## src/rtl/bp_pkg.sv

```systemverilog
`timescale 1ns/1ps
package bp_pkg;
    localparam logic [1:0] CTR_WEAK_NT = 2'b01;
    localparam logic [1:0] CTR_WEAK_T  = 2'b10;

    // Saturating two-bit counter step toward the outcome.
    function automatic logic [1:0] ctr_step(input logic [1:0] c, input logic up);
        if (up) return (c == 2'b11) ? c : c + 2'd1;
        return (c == 2'b00) ? c : c - 2'd1;
    endfunction
endpackage

```

## src/rtl/bp_hash.sv

```systemverilog
`timescale 1ns/1ps
module bp_hash #(
    parameter int PC_W      = 32,
    parameter int L1_IDX_W  = 8,
    parameter int L1_HIST_W = 8,
    parameter int L2_IDX_W  = 6,
    parameter int HIST_W    = 16,
    parameter int TAG_W     = 8
) (
    input  logic [PC_W-1:0]     pc,
    input  logic [HIST_W-1:0]   hist,
    output logic [L1_IDX_W-1:0] l1_idx,
    output logic [L2_IDX_W-1:0] l2_idx,
    output logic [TAG_W-1:0]    l2_tag
);
    logic [L1_IDX_W-1:0] short_hist;

    always_comb begin
        // fast level: short history, gshare-like
        short_hist = '0;
        short_hist[L1_HIST_W-1:0] = hist[L1_HIST_W-1:0];
        l1_idx = pc[L1_IDX_W-1:0] ^ short_hist;

        // slow level: whole history folded onto index and tag
        l2_idx = pc[L2_IDX_W-1:0];
        l2_tag = '0;
        for (int i = 0; i < HIST_W; i++) begin
            l2_idx[i % L2_IDX_W] ^= hist[i];
            l2_tag[i % TAG_W]    ^= hist[i];
        end
        for (int j = L2_IDX_W; j < PC_W; j++) begin
            l2_tag[(j - L2_IDX_W) % TAG_W] ^= pc[j];
        end
    end
endmodule

```

## src/rtl/bp_l1_table.sv

```systemverilog
`timescale 1ns/1ps
module bp_l1_table
    import bp_pkg::*;
#(
    parameter int IDX_W = 8
) (
    input  logic             clk,
    input  logic             rst,
    input  logic [IDX_W-1:0] look_idx,
    output logic [1:0]       look_ctr,
    input  logic [IDX_W-1:0] upd_idx,
    output logic [1:0]       upd_ctr,
    input  logic             upd_en,
    input  logic             upd_taken
);
    localparam int DEPTH = 1 << IDX_W;

    typedef struct packed {
        logic [DEPTH-1:0][1:0] ctr;
    } l1_state_t;

    l1_state_t state_d, state_q;

    always_comb begin
        look_ctr = state_q.ctr[look_idx];
        upd_ctr  = state_q.ctr[upd_idx];
        state_d  = state_q;
        if (upd_en) begin
            state_d.ctr[upd_idx] = ctr_step(state_q.ctr[upd_idx], upd_taken);
        end
    end

    always_ff @(posedge clk) begin
        if (rst) begin
            state_q.ctr <= {DEPTH{CTR_WEAK_NT}};
        end else begin
            state_q <= state_d;
        end
    end
endmodule

```

## src/rtl/bp_l2_table.sv

```systemverilog
`timescale 1ns/1ps
module bp_l2_table
    import bp_pkg::*;
#(
    parameter int IDX_W = 6,
    parameter int TAG_W = 8
) (
    input  logic             clk,
    input  logic             rst,
    // late read for the pending lookup
    input  logic [IDX_W-1:0] rd_idx,
    input  logic [TAG_W-1:0] rd_tag,
    output logic             rd_hit,
    output logic             rd_dir,
    // resolve side
    input  logic [IDX_W-1:0] up_idx,
    input  logic [TAG_W-1:0] up_tag,
    output logic             up_hit,
    output logic             up_dir,
    input  logic             up_en,
    input  logic             up_taken,
    input  logic             up_fast_wrong
);
    localparam int DEPTH = 1 << IDX_W;

    typedef struct packed {
        logic [DEPTH-1:0]            valid;
        logic [DEPTH-1:0][TAG_W-1:0] tag;
        logic [DEPTH-1:0][1:0]       ctr;
    } l2_state_t;

    l2_state_t state_d, state_q;

    always_comb begin
        rd_hit = state_q.valid[rd_idx] && (state_q.tag[rd_idx] == rd_tag);
        rd_dir = state_q.ctr[rd_idx][1];
        up_hit = state_q.valid[up_idx] && (state_q.tag[up_idx] == up_tag);
        up_dir = state_q.ctr[up_idx][1];

        state_d = state_q;
        if (up_en) begin
            if (up_hit) begin
                state_d.ctr[up_idx] = ctr_step(state_q.ctr[up_idx], up_taken);
            end else if (up_fast_wrong) begin
                state_d.valid[up_idx] = 1'b1;
                state_d.tag[up_idx]   = up_tag;
                state_d.ctr[up_idx]   = up_taken ? CTR_WEAK_T : CTR_WEAK_NT;
            end
        end
    end

    always_ff @(posedge clk) begin
        if (rst) begin
            state_q.valid <= '0;
            state_q.tag   <= '0;
            state_q.ctr   <= {DEPTH{CTR_WEAK_NT}};
        end else begin
            state_q <= state_d;
        end
    end
endmodule

```

## src/rtl/bp_overriding_predictor.sv

```systemverilog
`timescale 1ns/1ps
module bp_overriding_predictor
    import bp_pkg::*;
#(
    parameter int PC_W      = 32,
    parameter int L1_IDX_W  = 8,
    parameter int L1_HIST_W = 8,
    parameter int L2_IDX_W  = 6,
    parameter int HIST_W    = 16,
    parameter int TAG_W     = 8
) (
    input  logic              clk,
    input  logic              rst,
    input  logic              lk_valid,
    input  logic [PC_W-1:0]   lk_pc,
    output logic              early_taken,
    output logic              late_valid,
    output logic              late_taken,
    output logic              late_override,
    input  logic              rs_valid,
    input  logic [PC_W-1:0]   rs_pc,
    input  logic              rs_taken,
    input  logic [HIST_W-1:0] rs_hist
);
    typedef struct packed {
        logic [HIST_W-1:0]   ghr;
        logic                pend_valid;
        logic                pend_early;
        logic [L2_IDX_W-1:0] pend_idx;
        logic [TAG_W-1:0]    pend_tag;
    } top_state_t;

    top_state_t state_d, state_q;

    logic [L1_IDX_W-1:0] lk_l1_idx, rs_l1_idx;
    logic [L2_IDX_W-1:0] lk_l2_idx, rs_l2_idx;
    logic [TAG_W-1:0]    lk_l2_tag, rs_l2_tag;
    logic [1:0]          lk_ctr, rs_ctr;
    logic                late_hit, late_dir;
    logic                rs_hit, rs_dir;
    logic                rs_fast_dir, rs_final, rs_wrong;

    bp_hash #(
        .PC_W(PC_W), .L1_IDX_W(L1_IDX_W), .L1_HIST_W(L1_HIST_W),
        .L2_IDX_W(L2_IDX_W), .HIST_W(HIST_W), .TAG_W(TAG_W)
    ) u_hash_look (
        .pc(lk_pc), .hist(state_q.ghr),
        .l1_idx(lk_l1_idx), .l2_idx(lk_l2_idx), .l2_tag(lk_l2_tag)
    );

    bp_hash #(
        .PC_W(PC_W), .L1_IDX_W(L1_IDX_W), .L1_HIST_W(L1_HIST_W),
        .L2_IDX_W(L2_IDX_W), .HIST_W(HIST_W), .TAG_W(TAG_W)
    ) u_hash_res (
        .pc(rs_pc), .hist(rs_hist),
        .l1_idx(rs_l1_idx), .l2_idx(rs_l2_idx), .l2_tag(rs_l2_tag)
    );

    bp_l1_table #(.IDX_W(L1_IDX_W)) u_fast (
        .clk(clk), .rst(rst),
        .look_idx(lk_l1_idx), .look_ctr(lk_ctr),
        .upd_idx(rs_l1_idx), .upd_ctr(rs_ctr),
        .upd_en(rs_valid), .upd_taken(rs_taken)
    );

    bp_l2_table #(.IDX_W(L2_IDX_W), .TAG_W(TAG_W)) u_slow (
        .clk(clk), .rst(rst),
        .rd_idx(state_q.pend_idx), .rd_tag(state_q.pend_tag),
        .rd_hit(late_hit), .rd_dir(late_dir),
        .up_idx(rs_l2_idx), .up_tag(rs_l2_tag),
        .up_hit(rs_hit), .up_dir(rs_dir),
        .up_en(rs_valid), .up_taken(rs_taken),
        .up_fast_wrong(rs_fast_dir != rs_taken)
    );

    always_comb begin
        early_taken   = lk_ctr[1];

        late_valid    = state_q.pend_valid;
        late_taken    = (state_q.pend_valid && late_hit) ? late_dir : state_q.pend_early;
        late_override = state_q.pend_valid && late_hit && (late_dir != state_q.pend_early);

        rs_fast_dir   = rs_ctr[1];
        rs_final      = rs_hit ? rs_dir : rs_fast_dir;
        rs_wrong      = rs_valid && (rs_final != rs_taken);

        state_d            = state_q;
        state_d.pend_valid = lk_valid && !late_override;
        state_d.pend_early = early_taken;
        state_d.pend_idx   = lk_l2_idx;
        state_d.pend_tag   = lk_l2_tag;

        if (rs_wrong) begin
            state_d.ghr = {rs_hist[HIST_W-2:0], rs_taken};
        end else if (late_override) begin
            state_d.ghr = {state_q.ghr[HIST_W-1:1], ~state_q.ghr[0]};
        end else if (lk_valid) begin
            state_d.ghr = {state_q.ghr[HIST_W-2:0], early_taken};
        end
    end

    always_ff @(posedge clk) begin
        if (rst) begin
            state_q <= '0;
        end else begin
            state_q <= state_d;
        end
    end
endmodule

```

## config.mk

```make
export PLATFORM = sky130hd
export DESIGN_NAME = bp_overriding_predictor
export DESIGN_NICKNAME = d
export VERILOG_FILES = /design/src/rtl/bp_pkg.sv /design/src/rtl/bp_hash.sv /design/src/rtl/bp_l1_table.sv /design/src/rtl/bp_l2_table.sv /design/src/rtl/bp_overriding_predictor.sv
export SDC_FILE = /design/constraint.sdc
export NUM_CORES = 2
export LEC_CHECK = 0
export BUFFER_PORTS_ARGS = -buffer_cell sky130_fd_sc_hd__buf_2
export CAP_MARGIN = 20
export CORE_ASPECT_RATIO = 2
export CORE_MARGIN = 5
export CORE_UTILIZATION = 55
export DETAILED_ROUTE_END_ITERATION = 7
export GPL_TIMING_DRIVEN = 0
export PLACE_DENSITY = 0.7
export SLEW_MARGIN = 20
export SYNTH_ARGS = -nofsm -noshare
export SYNTH_HDL_FRONTEND = slang
export SYNTH_HIERARCHICAL = 1
export SYNTH_SLANG_ARGS = --single-unit
```

## constraint.sdc

```tcl
create_clock -name clk -period 7.2 [get_ports clk]
set_input_delay 0.72 -clock clk [delete_from_list [all_inputs] [get_ports clk]]
set_output_delay 0.72 -clock clk [all_outputs]
set_load 0.005 [all_outputs]
```

==> results of run 1 <==
[through the flow]
stage	worst slack, ns	utilization (%)	std cells
2_1_floorplan	2.212	-	6680
3_3_place_gp	-3.687	57.12	8315
3_5_place_dp	-1.389	57.70	8343
4_1_cts	0.007195	61.12	8559
[metal layers]
layer	track usage (%)	GRT overflow
met5	22.11	9
met3	53.30	39
met1	68.16	27
met2	94.12	1103
met4	79.64	557
[what timing repair did]
item / 4_1_cts
endpoints found under the setup margin: 282
gates resized for setup: 7
gates cloned: 0
==> results.json, run 1 <==
{
  "die_h_um": 500.6,
  "num_rows": 180,
  "syn_area_sq_um": 66190,
  "place_congestion": 1.241,
  "error": "[ERROR GRT-0116] Global routing finished with congestion. Check the congestion regions in the DRC Viewer.",
  "grt_max_degree": 17,
  "place_area_sq_um": 69260,
  "place_hpwl_um": 295600,
  "ios": 89,
  "initial_core_util_pct": 55.14,
  "yosys_warnings": 6,
  "outcome": "did not finish",
  "numCtsBuffers": 113,
  "htree_num_levels": 3,
  "avgSynthCellArea_sq_um": 9.908,
  "syn_inst": 6680,
  "cts_root_buffer": "clkbuf_16",
  "portBuffers": 88,
  "grt_pass1_wl_um": 693700,
  "grt_pass1_vias": 77298,
  "haltStage": "5_1_grt",
  "syn_nets": 6765,
  "ctsHoldBuffers": 0,
  "grt_overflow": 1735,
  "grtUsageTotal_pct": 72.72,
  "clk_path_buf_depth": 3,
  "dieWidth_um": 255.3,
  "cts_setup_buffers": 0
}
==> run 2: changes to the inputs <==
--- a/config.mk
+++ b/config.mk
@@ -7,12 +7,11 @@
 export LEC_CHECK = 0
 export BUFFER_PORTS_ARGS = -buffer_cell sky130_fd_sc_hd__buf_2
 export CAP_MARGIN = 20
-export CORE_ASPECT_RATIO = 2
 export CORE_MARGIN = 5
-export CORE_UTILIZATION = 55
+export CORE_UTILIZATION = 40
 export DETAILED_ROUTE_END_ITERATION = 7
 export GPL_TIMING_DRIVEN = 0
-export PLACE_DENSITY = 0.7
+export PLACE_DENSITY_LB_ADDON = 0.15
 export SLEW_MARGIN = 20
 export SYNTH_ARGS = -nofsm -noshare
 export SYNTH_HDL_FRONTEND = slang
==> run 2 against run 1 <==
  * The flow now finishes, with violations (negative setup slack)
  * Synthesized cell count unchanged
  * Area after synthesis did not move
==> results.json, run 2 <==
{
  "syn_to_final_growth_pct": 12.95,
  "crit_arrival_ns": 8.09,
  "r2r-start": "state_q[9]$_SDFF_PP0_",
  "antenna_found_initial": 20,
  "slew_viol_final": 0,
  "avgSynthCellArea_sq_um": 9.908,
  "wirelength_um": 335600,
  "die_h_um": 416.8,
  "top_register": "u_slow/state_q",
  "vdd_drop_max_mv": 0.2381,
  "min_path_type": "input port to flip-flop",
  "grt_max_degree": 20,
  "r2r_end": "state_q[23]$_SDFFE_PP0P_",
  "p_comb_share_pct": 26.9,
  "p_int_mw": 12.91,
  "num_rows": 149,
  "core_area_sq_um": 164800,
  "mostFrequentLayoutCells": "1248 x dfxtp_1, 1166 x nor2_1, 640 x mux2i_1, 526 x nor3_1, 483 x mux4_2",
  "wl_per_cell_um": 36.33,
  "syn_nets": 6765,
  "grt_pass1_vias": 58616,
  "hp-start": "rs_hist[2]",
  "syn_area_sq_um": 66190,
  "dr_wl_met2_um": 142100,
  "switching_power_mw": 7.344,
  "grtUsageTotal_pct": 37.03,
  "drv_cap": 0,
  "cts_setup_buffers": 0,
  "clockPowerShare_pct": 38.3,
  "htree_num_levels": 4,
  "initial_core_util_pct": 40.16,
  "critPathRequiredTime_ns": 7.88,
  "setup_violations": 269,
  "ant_nets": 0,
  "syn_inst": 6680,
  "yosys_warnings": 6,
  "power_mw": 20.26,
  "met3WireLength_um": 42620,
  "place_congestion": 1.063,
  "whs_path_depth": 3,
  "cts_tree": "done",
  "portBuffers": 88,
  "p_per_area_nw_per_um2": 271.0,
  "dpl_worst_slack_ns": -0.9225,
  "via_per_inst": 6.816,
  "violations": "negative setup slack",
  "start_kind": "input port",
  "final_area_sq_um": 74760,
  "reg2reg_slack_ns": 1.18,
  "cts.sinks": 1248,
  "cp_max_fo": 10,
  "top_regs": "u_slow/state_q: 704 flops, u_fast/state_q: 512 flops, state_q: 31 flops",
  "layout.nets": 7013,
  "min_to": "state_q[19]$_SDFFE_PP0P_",
  "drive_above_1_share_pct": 19.46,
  "clk_path_buf_depth": 3,
  "top_layer_used": "met5",
  "drcViolationCount": 0,
  "cts_root_buffer": "clkbuf_16",
  "fin_crit_sh_pct": 102.9,
  "wl_met1_um": 119400,
  "period_minus_slack_ns": 7.410,
  "vias": 62962,
  "crit_path_end_kind": "flip-flop",
  "finClkSkew_ns": 0.04238,
  "setup_ws_ns": -0.2105,
  "worst_slew_pin_slew_ns": 1.321,
  "p_leak_nw": 24.01,
  "final_common_cell": "dfxtp_1",
  "largest_reg_flops": 704,
  "place_hpwl_um": 237200,
  "dr.pass1.iters": 7,
  "grt_pass1_wl_um": 459100,
  "rsz0062_at_grt": "no",
  "dieArea_sq_um": 173700,
  "outcome": "finished with violations",
  "clkLatencyLatePin_ns": 0.81,
  "finalHoldViolCount": 0,
  "fmax_ghz": 0.1349,
  "dieWidth_um": 416.8,
  "first_iter_violations": 10097,
  "pwr-share-seq_pct": 34.8,
  "slew_headroom_pct": 9.680,
  "swShare_pct": 36.26,
  "numCtsBuffers": 146,
  "ios": 89,
  "place_area_sq_um": 69770,
  "crit_type": "input port to flip-flop",
  "clkSlewWorstSetupHoldPaths_ns": 0.06,
  "r2r_cells": 13,
  "grt_overflow": 0
}
-- run 2: worst max-delay path by stage --
stage                                             endpoint             startpoint  cells after the start
after global routing      u_slow/state_q[138]$_SDFFE_PP0P_             rs_hist[1]                     19
after floorplan                              late_override  state_q[8]$_SDFF_PP0_                     11
after detailed placement   u_slow/state_q[56]$_SDFFE_PP1P_             rs_hist[5]                     17
after global placement     u_slow/state_q[42]$_SDFFE_PP1P_             rs_hist[4]                     16
final                      u_slow/state_q[35]$_SDFFE_PP0P_             rs_hist[1]                     19
after CTS                                    late_override  state_q[9]$_SDFF_PP0_                     12
-- run 2: per-layer routing --
layer	vias up	global-route usage, %
met3	1357	12.12
li1	25570	-
met5	-	0.1667
met1	30980	44.80
met2	5045	54.84
met4	10	27.71
-- run 2: cell type report --
class / instances / area [sq um]
Sequential cell: 1248 / 24980
Clock inverter: 39 / 481.7
Fill cell: 15879 / 90040
Tap cell: 2189 / 2739
Timing Repair Buffer: 103 / 691.9
Clock buffer: 215 / 4423
Antenna cell: 14 / 35.03
Inverter: 71 / 269.0
Buffer: 810 / 3862
Multi-Input combinational cell: 4548 / 37280
-- run 2: power groups by stage --
stage	combinational, mW	sequential [mW]	clock, mW
global route	5.38	7.05	8.08
detailed placement	5.10	7.20	0
global placement	5.04	7.19	0
finish	5.44	7.05	7.77
CTS	5.11	7.04	7.80
floorplan	2.79	7.17	0
-- run 2: stage by stage --
stage / util (%) / TNS (ns) / hold WS, ns / instances
finish: 45.37 / -22.67 / 0.2720 / 9237
global route: 45.34 / 0 / 0.2638 / 9223
CTS: 45.31 / 0 / 0.2359 / 9224
detailed placement: 42.34 / -355.82 / 0.4784 / 8971
global placement: 42.09 / -1603.56 / 0.4667 / 8957
floorplan: - / 0 / 0.4487 / 6680
-- run 2: critical path, cell delays in order --
cell      delay (ns)
buf_2           0.12
xor2_1          0.40
xnor2_1         0.13
buf_2           0.31
buf_2           0.41
nor2_1          0.71
clkbuf_1        1.01
a22oi_1         0.24
nand3_1         0.30
o211ai_1        0.15
nor4_1          0.93
xnor2_1         0.30
nor4_2          0.75
a31o_2          0.25
buf_2           0.26
buf_2           0.32
buf_2           0.33
a211oi_1        0.15
a31o_1          0.25
-- run 2: timing repair --
| item | CTS | global route |
|---|---|---|
| hold endpoints to repair | 0 | 0 |
| hold buffers | 0 | 0 |
| pin swaps | 0 | 0 |
| endpoints found under the setup margin | 90 | 490 |
| resized for setup | 1 | 6 |
(Power assumes the default switching activity.)
